--- config.mk ---
export PLATFORM = sky130hd
export DESIGN_NAME = line_fill_seq
export DESIGN_NICKNAME = d
export VERILOG_FILES = /design/src/rtl/line_fill_pkg.sv /design/src/rtl/fill_beat_track.sv /design/src/rtl/fill_line_store.sv /design/src/rtl/line_fill_seq.sv
export SDC_FILE = /design/constraint.sdc
export NUM_CORES = 1
export LEC_CHECK = 0
export BUFFER_PORTS_ARGS = -buffer_cell sky130_fd_sc_hd__buf_2
export CORE_ASPECT_RATIO = 1.1
export CORE_MARGIN = 5
export CORE_UTILIZATION = 49
export CTS_CLUSTER_SIZE = 24
export DETAILED_ROUTE_END_ITERATION = 16
export PLACE_DENSITY_LB_ADDON = 0.15
export SETUP_SLACK_MARGIN = 0.5
export SYNTH_ARGS = -nofsm -noshare
export SYNTH_HDL_FRONTEND = slang
export SYNTH_SLANG_ARGS = --single-unit
--- constraint.sdc ---
create_clock -name clk -period 2.2 [get_ports clk]
set_input_delay 0.55 -clock clk [delete_from_list [all_inputs] [get_ports clk]]
set_output_delay 0.55 -clock clk [all_outputs]
set_load 0.005 [all_outputs]
--- src/rtl/line_fill_pkg.sv ---
package line_fill_pkg;

    typedef enum logic [1:0] {
        FILL_OK      = 2'd0,
        FILL_INH     = 2'd1,
        FILL_BERR    = 2'd2,
        FILL_ACKLOSS = 2'd3
    } fill_stat_e;

    typedef enum logic {
        PH_IDLE = 1'b0,
        PH_BUS  = 1'b1
    } phase_e;

endpackage

--- src/rtl/fill_beat_track.sv ---
module fill_beat_track #(
    parameter int WORDS = 4,
    parameter int IW    = $clog2(WORDS),
    parameter int CW    = $clog2(WORDS + 1)
) (
    input  logic             clk,
    input  logic             rst_n,
    input  logic             load_i,
    input  logic [IW-1:0]    base_i,
    input  logic             adv_i,
    output logic [IW-1:0]    ptr_o,
    output logic [CW-1:0]    cnt_o,
    output logic [WORDS-1:0] vld_o
);

    typedef struct packed {
        logic [IW-1:0]    ptr;
        logic [CW-1:0]    cnt;
        logic [WORDS-1:0] vld;
    } trk_t;

    trk_t trk_d, trk_q;

    always_comb begin
        trk_d = trk_q;
        if (load_i) begin
            trk_d.ptr = base_i;
            trk_d.cnt = '0;
            trk_d.vld = '0;
        end else if (adv_i) begin
            trk_d.vld[trk_q.ptr] = 1'b1;
            trk_d.cnt = trk_q.cnt + CW'(1);
            if (trk_q.ptr == IW'(WORDS - 1)) begin
                trk_d.ptr = '0;
            end else begin
                trk_d.ptr = trk_q.ptr + IW'(1);
            end
        end
    end

    always_ff @(posedge clk) begin
        if (!rst_n) begin
            trk_q <= '0;
        end else begin
            trk_q <= trk_d;
        end
    end

    assign ptr_o = trk_q.ptr;
    assign cnt_o = trk_q.cnt;
    assign vld_o = trk_q.vld;

    AST_ONE_NEW_WORD: assert property (@(posedge clk) disable iff (!rst_n)
        (adv_i && !load_i) |=> ($countones(vld_o) == $past($countones(vld_o)) + 1));

    AST_LOAD_CLEARS: assert property (@(posedge clk) disable iff (!rst_n)
        load_i |=> (vld_o == '0));

endmodule

--- src/rtl/fill_line_store.sv ---
module fill_line_store #(
    parameter int WORDS = 4,
    parameter int DW    = 32,
    parameter int IW    = $clog2(WORDS)
) (
    input  logic                clk,
    input  logic                rst_n,
    input  logic                wr_i,
    input  logic [IW-1:0]       idx_i,
    input  logic [DW-1:0]       data_i,
    output logic [WORDS*DW-1:0] line_o
);

    for (genvar g = 0; g < WORDS; g++) begin : g_word
        logic [DW-1:0] word_d, word_q;

        always_comb begin
            word_d = word_q;
            if (wr_i && (idx_i == IW'(g))) begin
                word_d = data_i;
            end
        end

        always_ff @(posedge clk) begin
            if (!rst_n) begin
                word_q <= '0;
            end else begin
                word_q <= word_d;
            end
        end

        assign line_o[g*DW +: DW] = word_q;

        AST_WORD_KEEP: assert property (@(posedge clk) disable iff (!rst_n)
            !(wr_i && (idx_i == IW'(g))) |=> $stable(line_o[g*DW +: DW]));
    end

endmodule

--- src/rtl/line_fill_seq.sv ---
module line_fill_seq
    import line_fill_pkg::*;
#(
    parameter int AW    = 32,
    parameter int DW    = 32,
    parameter int WORDS = 4
) (
    input  logic                clk,
    input  logic                rst_n,
    input  logic                start_i,
    input  logic [AW-1:0]       addr_i,
    input  logic                cache_en_i,
    input  logic                cache_frz_i,
    input  logic                rmw_i,
    input  logic                sterm_i,
    input  logic                back_i,
    input  logic                inhibit_i,
    input  logic                berr_i,
    input  logic [DW-1:0]       data_i,
    input  logic                halt_i,
    input  logic                busreq_i,
    output logic                as_o,
    output logic                ds_o,
    output logic [AW-1:0]       addr_o,
    output logic                brq_o,
    output logic [WORDS*DW-1:0] line_o,
    output logic [WORDS-1:0]    vld_o,
    output logic                done_o,
    output logic [1:0]          status_o,
    output logic                halted_o,
    output logic                grant_o
);

    localparam int IW  = $clog2(WORDS);
    localparam int CW  = $clog2(WORDS + 1);
    localparam int LSH = $clog2(DW / 8);

    typedef struct packed {
        phase_e     ph;
        logic [AW-1:0] addr;
        logic       ok;
        logic       done;
        fill_stat_e stat;
        logic       halt_s;
        logic       br_s;
    } seq_t;

    seq_t seq_d, seq_q;

    logic [IW-1:0] ptr;
    logic [CW-1:0] cnt;
    logic          busy, idle, hold, take, adv, fin, brq;

    always_comb begin
        idle  = (seq_q.ph == PH_IDLE);
        busy  = !idle;
        brq   = busy && seq_q.ok && (cnt < CW'(WORDS - 1));
        hold  = idle && (seq_q.halt_s || seq_q.br_s);
        take  = idle && start_i && !hold;
        adv   = 1'b0;
        fin   = 1'b0;

        seq_d        = seq_q;
        seq_d.done   = 1'b0;
        seq_d.halt_s = halt_i;
        seq_d.br_s   = busreq_i;

        if (take) begin
            seq_d.ph   = PH_BUS;
            seq_d.addr = addr_i;
            seq_d.ok   = cache_en_i && !cache_frz_i && !rmw_i;
            seq_d.stat = FILL_OK;
        end

        if (busy) begin
            if (berr_i) begin
                fin        = 1'b1;
                seq_d.stat = FILL_BERR;
            end else if (sterm_i && inhibit_i) begin
                fin        = 1'b1;
                seq_d.stat = FILL_INH;
            end else if (sterm_i) begin
                adv = 1'b1;
                if (cnt == CW'(WORDS - 1)) begin
                    fin        = 1'b1;
                    seq_d.stat = FILL_OK;
                end else if (cnt == '0) begin
                    if (!(brq && back_i)) begin
                        fin        = 1'b1;
                        seq_d.stat = FILL_OK;
                    end
                end else if (!back_i) begin
                    fin        = 1'b1;
                    seq_d.stat = FILL_ACKLOSS;
                end
            end
            if (fin) begin
                seq_d.ph   = PH_IDLE;
                seq_d.done = 1'b1;
            end
        end
    end

    always_ff @(posedge clk) begin
        if (!rst_n) begin
            seq_q <= '{ph: PH_IDLE, stat: FILL_OK, default: '0};
        end else begin
            seq_q <= seq_d;
        end
    end

    fill_beat_track #(.WORDS(WORDS)) u_track (
        .clk    (clk),
        .rst_n  (rst_n),
        .load_i (take),
        .base_i (addr_i[LSH +: IW]),
        .adv_i  (adv),
        .ptr_o  (ptr),
        .cnt_o  (cnt),
        .vld_o  (vld_o)
    );

    fill_line_store #(.WORDS(WORDS), .DW(DW)) u_store (
        .clk    (clk),
        .rst_n  (rst_n),
        .wr_i   (adv),
        .idx_i  (ptr),
        .data_i (data_i),
        .line_o (line_o)
    );

    assign as_o     = busy;
    assign ds_o     = busy;
    assign addr_o   = seq_q.addr;
    assign brq_o    = brq;
    assign done_o   = seq_q.done;
    assign status_o = seq_q.stat;
    assign halted_o = idle && seq_q.halt_s;
    assign grant_o  = idle && seq_q.br_s && !seq_q.halt_s;

    AST_NO_BRQ_OFF: assert property (@(posedge clk) disable iff (!rst_n)
        ($rose(as_o) && $past(!cache_en_i || cache_frz_i)) |-> !brq_o);

    AST_NO_BRQ_RMW: assert property (@(posedge clk) disable iff (!rst_n)
        ($rose(as_o) && $past(rmw_i)) |-> !brq_o);

    AST_ADDR_HOLD: assert property (@(posedge clk) disable iff (!rst_n)
        (as_o && $past(as_o)) |-> ($stable(addr_o) && ds_o));

    AST_LAST_NO_BRQ: assert property (@(posedge clk) disable iff (!rst_n)
        (as_o && ($countones(vld_o) == WORDS - 1)) |-> !brq_o);

    AST_BERR_ENDS: assert property (@(posedge clk) disable iff (!rst_n)
        (as_o && berr_i) |=> (!as_o && status_o == FILL_BERR));

    AST_INH_ENDS: assert property (@(posedge clk) disable iff (!rst_n)
        (as_o && sterm_i && inhibit_i && !berr_i) |=> (!as_o && status_o == FILL_INH));

    AST_BOUNDARY_ONLY: assert property (@(posedge clk) disable iff (!rst_n)
        as_o |-> (!halted_o && !grant_o));

    AST_DONE_PULSE: assert property (@(posedge clk) disable iff (!rst_n)
        done_o |=> !done_o);

endmodule

After elaboration in Yosys (flattened, before gate mapping)
Index checks and enable logic that the tools add are counted.

Add/sub/neg operators: 2. Magnitude comparators: 3. Equality and inequality tests: 4. Mux-type cells: 30. Bitwise logic cells: 3. Reductions and logical operators: 27.

Operator list (number): $mux 34 (1); $mux 2 (10); $mux 9 (2); $logic_and 1x1->1 (17); $mux 1 (16); $eq 2x2->1 const B (2); $logic_not 1->1 (4); $or 4x4->4 (1); $add 3x1->3 const B (1); $eq 3x2->1 const B (1); $logic_not 3->1 (1); $lt 2x3->1 const B (1); $lt 3x2->1 const B (1); $add 2x1->2 const B (1); $demux 1 s2 (1); $eq 2x1->1 const B (1); $ge 2x1->1 const B (1); $logic_not 2->1 (1); $not 1->1 (2); $reduce_and 2->1 (1); $reduce_bool 2->1 (1); $reduce_or 2->1 (1); $logic_or 1x1->1 (1).

Register bits: 176. Input port bits: 76.

Logic depth before layout (Yosys ltp)
Gate-level depths: netlist (run 1).

Word-level depth: 12. Mapped depth: 7.

Hierarchy
A second synthesis (run 1) with hierarchy kept.

Cells, all modules: 711. Area, all modules: 7045.5 um2.

Modules (own cells, without submodules): fill_line_store (times used 1, cells each 453, area an instance 4792.1 um2); line_fill_seq (times used 1, cells each 218, area an instance 1833.0 um2); fill_beat_track (times used 1, cells each 40, area an instance 420.4 um2).

Least setup slack after synthesis (run 1)
No wires, ideal clock.

Path type: input to register. From: input port berr_i. To: register u_store.g_word[2].word_q[10]. Library setup time: 132 ps. Arrival time: 1489 ps. Data required time: 2068 ps. Slack: 578 ps. Cell stages on the path: 6. Buffers on the path: 2. Path through: and4bb_2 > buf_2 > nand2_1 > buf_6 > nand2_1 > a21oi_1.

Word-level cells in the longest chain between the ends: 3.

RTL lines: start: declaration (line line_fill_seq.sv:18) `input logic berr_i,`; $mux 1 (line line_fill_seq.sv:76) `if (berr_i) begin`; $mux 1 (line line_fill_seq.sv:75) `if (busy) begin`; $logic_and 1x1->1 (line fill_line_store.sv:19) `if (wr_i && (idx_i == IW'(g))) begin`; end signal: assignment (line fill_line_store.sv:28) `word_q <= word_d;`; end: declaration (line fill_line_store.sv:15) `logic [DW-1:0] word_d, word_q;`.

Every way passes these cells. A chain may end at the register's enable or synchronous reset.

Worst setup path after layout (run 1)
From: register seq_q, in the netlist as_o. To: output port brq_o.

Word-level cells in the longest chain between the ends: 2.

RTL lines: start: declaration (line line_fill_seq.sv:48) `seq_t seq_d, seq_q;`; start signal: assignment (line line_fill_seq.sv:108) `seq_q <= seq_d;`; $logic_and 1x1->1 (2 in series) (line line_fill_seq.sv:57) `brq = busy && seq_q.ok && (cnt < CW'(WORDS - 1));`; end: declaration (line line_fill_seq.sv:25) `output logic brq_o,`.

Every way passes these cells.

==> flow_summary.yaml, run 1 <==
floorplan:
  coreArea_um2: 13200
  die_w_um: 121
  fp.dieArea_um2: 15900
  pin_count: 248
  start_util_pct: 50.0
  rows: 44
  die_h_um: 132
yosys:
  syn-num-nets: 910
  synthCells: 827
  ys_seq_area_share_pct: 53.4
  synth_seq_cells: 176
  yosysWarnings: 0
  ys_types: 33
  synth-edff-count: 0
  synth_ff_type: "dfxtp_1"
  avgSynthCellArea_um2: 7.98
  synthArstFlopShare_pct: 0
  synthesis.area_um2: 6600
placed_design:
  gp_congestion: 0.857
  portBuffers: 247
  dpl.hpwl_mm: 13.0
  place_ws_ns: 0.369
  placed_cells: 1170
grt:
  use_met1_pct: 27.8
  grt_pass1_vias: 5542
  top_usage_layer: "met2"
  grt_pass1_wl_mm: 28.8
  antenna_found_initial: 0
  track_usage_pct: 22.4
  met2_usage_pct: 36.1
  grt_overflow: 0
  use_met3_pct: 8.33
  grt_max_degree: 47
layout:
  instances_no_fill: 1205
  layout-drive-gt1-share_pct: 30.8
  nNetsFinal: 1114
  synthToLayoutAreaGrowth_pct: 28.0
  n_antenna_cell: 0
timing:
  tightest_slew_ns: 0.416
  setup_viol: 0
  max_freq_ghz: 0.574
  setup_ws_ns: 0.458
  fin_hold_ws_ns: 0.351
  rsz0062_at_grt: "true"
  finalCriticalPeriod_ns: 1.74
  drv_slew: 0
  skew_ns: 0.00896
  setup-tns-final_ns: 0
  timing.final.crit_share_pct: 79.2
  hold_viol: 0
  relSlewSlack_pct: 72.3
power_and_ir_drop:
  p_clk_share_pct: 47.1
  p_leak_nw: 3.72
  ir_drop_mv: 0.616
  p_sw_share_pct: 22.0
  seqPwrFrac_pct: 47.6
  combPwrFrac_pct: 5.4
  power_density_nw_per_um2: 811
  p_switching_mw: 1.51
  internal_power_mw: 5.35
setup_path:
  cp-start-kind: "flip-flop"
  cp.required_ns: 1.65
  cp-end-kind: "primary output"
  critical_path_class: "reg -> out"
  cp_slowest_stage_delay_ns: 0.37
  r2r_slack_ns: 0.51
  critical_path.max_fanout: 5
  crit_chain: "buf_6 -> nand2_4 -> nor3_2 -> buf_2"
  worstPathArrival_ns: 1.19
  cpMaxStageDelayCell: "dfxtp_4"
clocking:
  holdBufCountCts: 0
  cts_buffers: 17
  clk_latency_ns: 0.42
  root_buffer: "clkbuf_16"
  cts_buffer_depth: 2
  clkTransAtPathRegs_ns: 0.06
  cts.sinks: 176
  h-tree-depth: 4
  cts_tree: "done"
route:
  wl_per_cell_um: 15.4
  ant_nets: 0
  drtIter0Drc: 330
  drt-total-wl_mm: 18.5
  via_per_inst: 4.95
  drc_errors: 0
  num_vias: 5960
  dr.pass1.iters: 5
outcome:
  status: "completed"
hold_path:
  hold_class: "in -> reg"
flow_run:
  max_cap_violations: 0
per-layer routing:
| metal | vias up | share of wire [%] |
|---|---|---|
| li1 | 3022 | - |
| met1 | 2712 | 42 |
| met2 | 207 | 48 |
| met3 | 19 | 8.9 |
| met4 | 0 | 1.4 |
| met5 | - | 0 |
stage by stage:
step	instance area (um^2)	util, %	power, mW
floorplan	6600	-	3.54
detailed placement	7700	58.2	3.69
global placement	7700	58.2	3.69
CTS	8380	63.4	6.90
global route	8450	64.0	7.09
finish	8450	64.0	6.85
cells by family (layout without fill, tap and decap cells):
logic type	after synthesis	in the layout	synth area share, %
AO/OA/AOI/OAI	176	176	13.9
XOR/XNOR	1	1	0.133
adder cells (fa/ha/maj)	7	7	1.33
buffers and inverters	98	315	9.12
flip-flops	176	176	53.4
AND/OR/NAND/NOR	369	369	22.1
cell usage after synthesis, types with 2 or more instances:
cell / count / area share [%]
a21oi_1: 164 / 12
a31oi_1: 2 / 0.19
nand2_1: 332 / 19
nor2_1: 18 / 1.0
buf_2: 22 / 1.7
ha_1: 7 / 1.3
buf_4: 35 / 4.0
and2_1: 7 / 0.66
inv_1: 8 / 0.45
buf_1: 4 / 0.23
nor2b_1: 2 / 0.19
dfxtp_1: 176 / 53
clkbuf_1: 19 / 1.1
buf_6: 10 / 1.7
nand2b_1: 2 / 0.19
nor3_1: 2 / 0.15
sequential cells by signal (all words and copies together) (netlist names):
| name | count |
|---|---|
| u_store.g_word.word_q | 128 |
| addr_o | 32 |
| u_track.vld_o | 4 |
| seq_q | 3 |
| u_track.cnt_o | 3 |
| status_o | 2 |
| u_track.ptr_o | 2 |
| as_o | 1 |
| done_o | 1 |
critical path, delay by kind of cell, from the launching register on:
kind	cells	cell delay, ns
flops	1	0.37
buf+inv	2	0.25
simple gates	2	0.15
cell type report:
cell class                 instances  area [um^2]
clock buffer                      19          453
clock inverter                    13          184
fill                            1224         4760
inverter                           8         32.5
multi-input combinational        553         2500
sequential                       176         3530
tap                              161          201
timing repair buffer             275         1550
path summary, 6_finish.rpt:
path                                  startpoint           to  cells past startpoint
worst max-delay path                        as_o        brq_o                      4
worst min-delay path                      berr_i  status_o[0]                      2
worst min register to register         addr_o[0]    addr_o[0]                      2
worst max register to register  u_track.cnt_o[0]  status_o[0]                      6
power groups by stage:
stage	Clock (mW)	Sequential, mW	Combinational [mW]
after CTS	3.27	3.26	0.366
after detailed placement	0	3.33	0.359
final	3.23	3.26	0.368
after global routing	3.41	3.26	0.409
after global placement	0	3.33	0.360
after floorplan	0	3.33	0.214
cell usage in the layout (no fill, tap or decap), drive strengths merged, types with 2 or more instances in the layout:
cell type / count
nand2: 332
buf: 274
dfxtp: 176
a21oi: 164
clkbuf: 20
nor2: 18
inv: 10
ha: 7
and2: 7
bufinv: 4
clkinv: 4
clkinvlp: 3
nor2b: 2
a31oi: 2
nand2b: 2
nor3: 2
o21ai: 2
timing repair:
item / CTS / global route
gates cloned: 0 / 1
hold endpoints to repair: 0 / 0
resized for setup: 10 / 16
pin swaps: 1 / 0
endpoints found under the setup margin: 35 / 141
buffers inserted: 2 / 0
No activity file was read; power rests on OpenSTA's default activity.
==> run 2: changes to the inputs <==
--- a/config.mk
+++ b/config.mk
@@ -5,6 +5,7 @@
 export SDC_FILE = /design/constraint.sdc
 export NUM_CORES = 1
 export LEC_CHECK = 0
+export ABC_AREA = 1
 export BUFFER_PORTS_ARGS = -buffer_cell sky130_fd_sc_hd__buf_2
 export CORE_ASPECT_RATIO = 1.1
 export CORE_MARGIN = 5
==> constraint.sdc (replaced) <==
create_clock -name clk -period 1.75 [get_ports clk]
set_input_delay 0.4375 -clock clk [delete_from_list [all_inputs] [get_ports clk]]
set_output_delay 0.4375 -clock clk [all_outputs]
set_load 0.005 [all_outputs]
==> run 2 against run 1 <==
  * Routed wire length rose by 34%
  * Critical path type unchanged
  * First-iteration DRC count is 73% higher
  * Largest cell class unchanged
  * Area after synthesis is 3.3% higher
  * Largest power group unchanged
  * Via count rose by 20%
  * Cell area up 30%
  * Hold slack lost 0.16 ns
  * Global-route usage is 5.7 points higher
  * Clock power is 25% higher
  * Flip-flop and latch count unchanged
  * Highest routed layer unchanged
==> flow_summary.yaml, run 2 <==
timing:
  rsz0062_at_grt: "true"
  drv_slew: 0
  relSlewSlack_pct: 71.3
  setup-tns-final_ns: 0
  tightest_slew_ns: 0.430
  timing.final.crit_share_pct: 94.2
  setup_viol: 0
  finalCriticalPeriod_ns: 1.65
  fin_hold_ws_ns: 0.187
  skew_ns: 0.00510
  max_freq_ghz: 0.607
  hold_viol: 0
yosys:
  synth_top_family_by_area: "simple AND/OR/NAND/NOR gates"
  synthArstFlopShare_pct: 0
  synthAdderAreaFrac_pct: 1.28
  synth-edff-count: 0
  synth_seq_cells: 176
  synth-compound-area-share_pct: 13.0
  avgSynthCellArea_um2: 7.94
  ys_seq_area_share_pct: 51.7
  syn-num-nets: 942
  synth_ff_type: "dfxtp_1"
  synthMuxAreaShare_pct: 0
  synth_largest_area_cell: "dfxtp_1"
  ys_types: 19
  netlist.area_leader.share_pct: 51.7
  yosysWarnings: 0
  netlist_top_cells_area: "dfxtp_1 52%, nand3_1 12%, a21oi_1 10%"
  ys_top_cells_by_count: "176 x dfxtp_1, 168 x nand3_1, 161 x nand2_1"
  synthSimpleGateAreaFrac_pct: 22.1
  yosysMostFrequentCell: "dfxtp_1"
  synthesis.area_um2: 6820
  synthCells: 859
  synth_xor_area_share_pct: 0
floorplan:
  rows: 45
  die_w_um: 122
  die_h_um: 134
  pin_count: 248
  fp.dieArea_um2: 16400
  start_util_pct: 49.6
  coreArea_um2: 13700
layout:
  largest_register_ffs: 128
  fill_cells: 927
  layout-drive-gt1-share_pct: 55.0
  synthToLayoutAreaGrowth_pct: 60.6
  mostFrequentLayoutCells: "193 x buf_2, 164 x dfxtp_2, 150 x nand3_1"
  instances_no_fill: 1319
  post-route-util_pct: 79.7
  nNetsFinal: 1200
  final_common_cell: "buf_2"
  regMostFlops: "u_store.g_word.word_q"
route:
  dr.pass1.iters: 6
  via_per_inst: 5.43
  drtIter0Drc: 572
  wl_per_cell_um: 18.8
  num_vias: 7157
  ant_nets: 0
  drc_errors: 0
  drt-total-wl_mm: 24.8
grt:
  track_usage_pct: 28.1
  antenna_found_initial: 1
  grt_pass1_wl_mm: 35.9
  grt_max_degree: 85
  grt_pass1_vias: 6765
  grt_overflow: 0
clocking:
  cts.sinks: 176
  cts_buffers: 17
  cts_tree: "done"
  h-tree-depth: 4
  clk_latency_ns: 0.43
  clkTransAtPathRegs_ns: 0.07
  root_buffer: "clkbuf_16"
  cts_buffer_depth: 2
setup_path:
  cp_slowest_stage_delay_ns: 0.37
  cpMaxStageDelayCell: "dfxtp_4"
  worstPathArrival_ns: 1.21
  r2r-end: "u_store.g_word[1].word_q[31]"
  r2r_cells: 9
  cp.depth: 4
  crit_start: "as_o"
  crit_buf_inv: 3
  crit_end: "halted_o"
  crit_top_cell: "buf_6"
  r2r_slack_ns: 0.19
  cp-start-kind: "flip-flop"
  cp-end-kind: "primary output"
  critical_path.max_fanout: 5
  path_delay_family: "flip-flops"
  critical_path_class: "reg -> out"
  cp.required_ns: 1.31
  timing.rr.start: "as_o"
  crit_chain: "buf_6 -> buf_6 -> nor2_2 -> buf_2"
outcome:
  status: "completed"
placed_design:
  dpl.hpwl_mm: 13.0
  gp_congestion: 0.764
  portBuffers: 247
  placed_cells: 1216
power_and_ir_drop:
  p_total_mw: 8.83
  p_leak_nw: 4.69
  power_density_nw_per_um2: 806
  ir_drop_mv: 0.617
hold_path:
  hold_class: "in -> reg"
flow_run:
  max_cap_violations: 0
[run 2: cell types whose count changed after synthesis, sizes merged, moves of 2 or more]
| cell | previous run | this run |
|---|---|---|
| o21ai | 2 | 36 |
| nor2 | 18 | 13 |
| nand2 | 332 | 162 |
| clkbuf | 19 | 34 |
| nand3 | 1 | 168 |
| nand2b | 2 | 0 |
| inv | 8 | 54 |
| a21oi | 164 | 137 |
| and2 | 7 | 0 |
| buf | 71 | 68 |
| nor3 | 2 | 0 |
| nor2b | 2 | 0 |
[run 2: worst min-delay path, cell delays in order]
cell and delay (ns):
buf_2 0.07, nand2_1 0.04, inv_1 0.04
[run 2: power by group]
part           internal (mW)  total (mW)  switching (mW)
Clock                   2.41        4.03            1.62
Combinational          0.280       0.685           0.405
Sequential              4.08        4.12          0.0396
[run 2: routing by layer]
metal / routed length (um) / vias to the layer above / track usage (%)
met5: 0 / - / 0
met4: 1110 / 0 / 12.6
met3: 2500 / 84 / 7.81
met2: 11900 / 431 / 46.7
met1: 9230 / 3303 / 33.8
li1: - / 3339 / -
[run 2: logic make-up (layout without fill, tap and decap cells)]
group / count (synthesis) / after routing
other: 0 / 1
AND/OR/NAND/NOR: 343 / 343
flip-flops: 176 / 176
adder cells (fa/ha/maj): 7 / 7
buffers and inverters: 157 / 428
AO/OA/AOI/OAI: 176 / 176
[run 2: area by class of cell]
cell class	instances	area, um^2	share of cell area, %
sequential	176	3730	34.1
timing repair buffer	340	3270	29.9
multi-input combinational	526	2840	25.9
clock buffer	21	480	4.39
tap	188	235	2.15
inverter	55	221	2.02
clock inverter	11	154	1.41
timing repair inverter	1	16.3	0.149
antenna	1	2.50	0.0229
[run 2: what timing repair did]
action	4_1_cts	5_1_grt
pin swaps	50	50
setup buffers	32	9
resized for setup	283	68
endpoints found under the setup margin	341	346
cloned	26	3
hold buffers	0	0
[run 2: per-stage QoR]
| stage | area, um^2 | setup WS (ns) |
|---|---|---|
| after floorplan | 6900 | 0.442 |
| after global placement | 8010 | 0.181 |
| after detailed placement | 8010 | 0.128 |
| after CTS | 10500 | 0.0970 |
| after global routing | 10900 | 0.0554 |
| final | 10900 | 0.102 |
[run 2: how the worst min path moves through the flow]
stage,depth (start not counted),slack [ns],to,from
2_1_floorplan,2,0.44,addr_o[3],addr_o[3]
5_1_grt,3,0.19,seq_q[0],busreq_i
4_1_cts,3,0.17,seq_q[1],halt_i
3_5_place_dp,2,0.44,u_track.vld_o[3],u_track.vld_o[3]
6_report,3,0.19,seq_q[1],halt_i
3_3_place_gp,2,0.44,u_track.vld_o[3],u_track.vld_o[3]
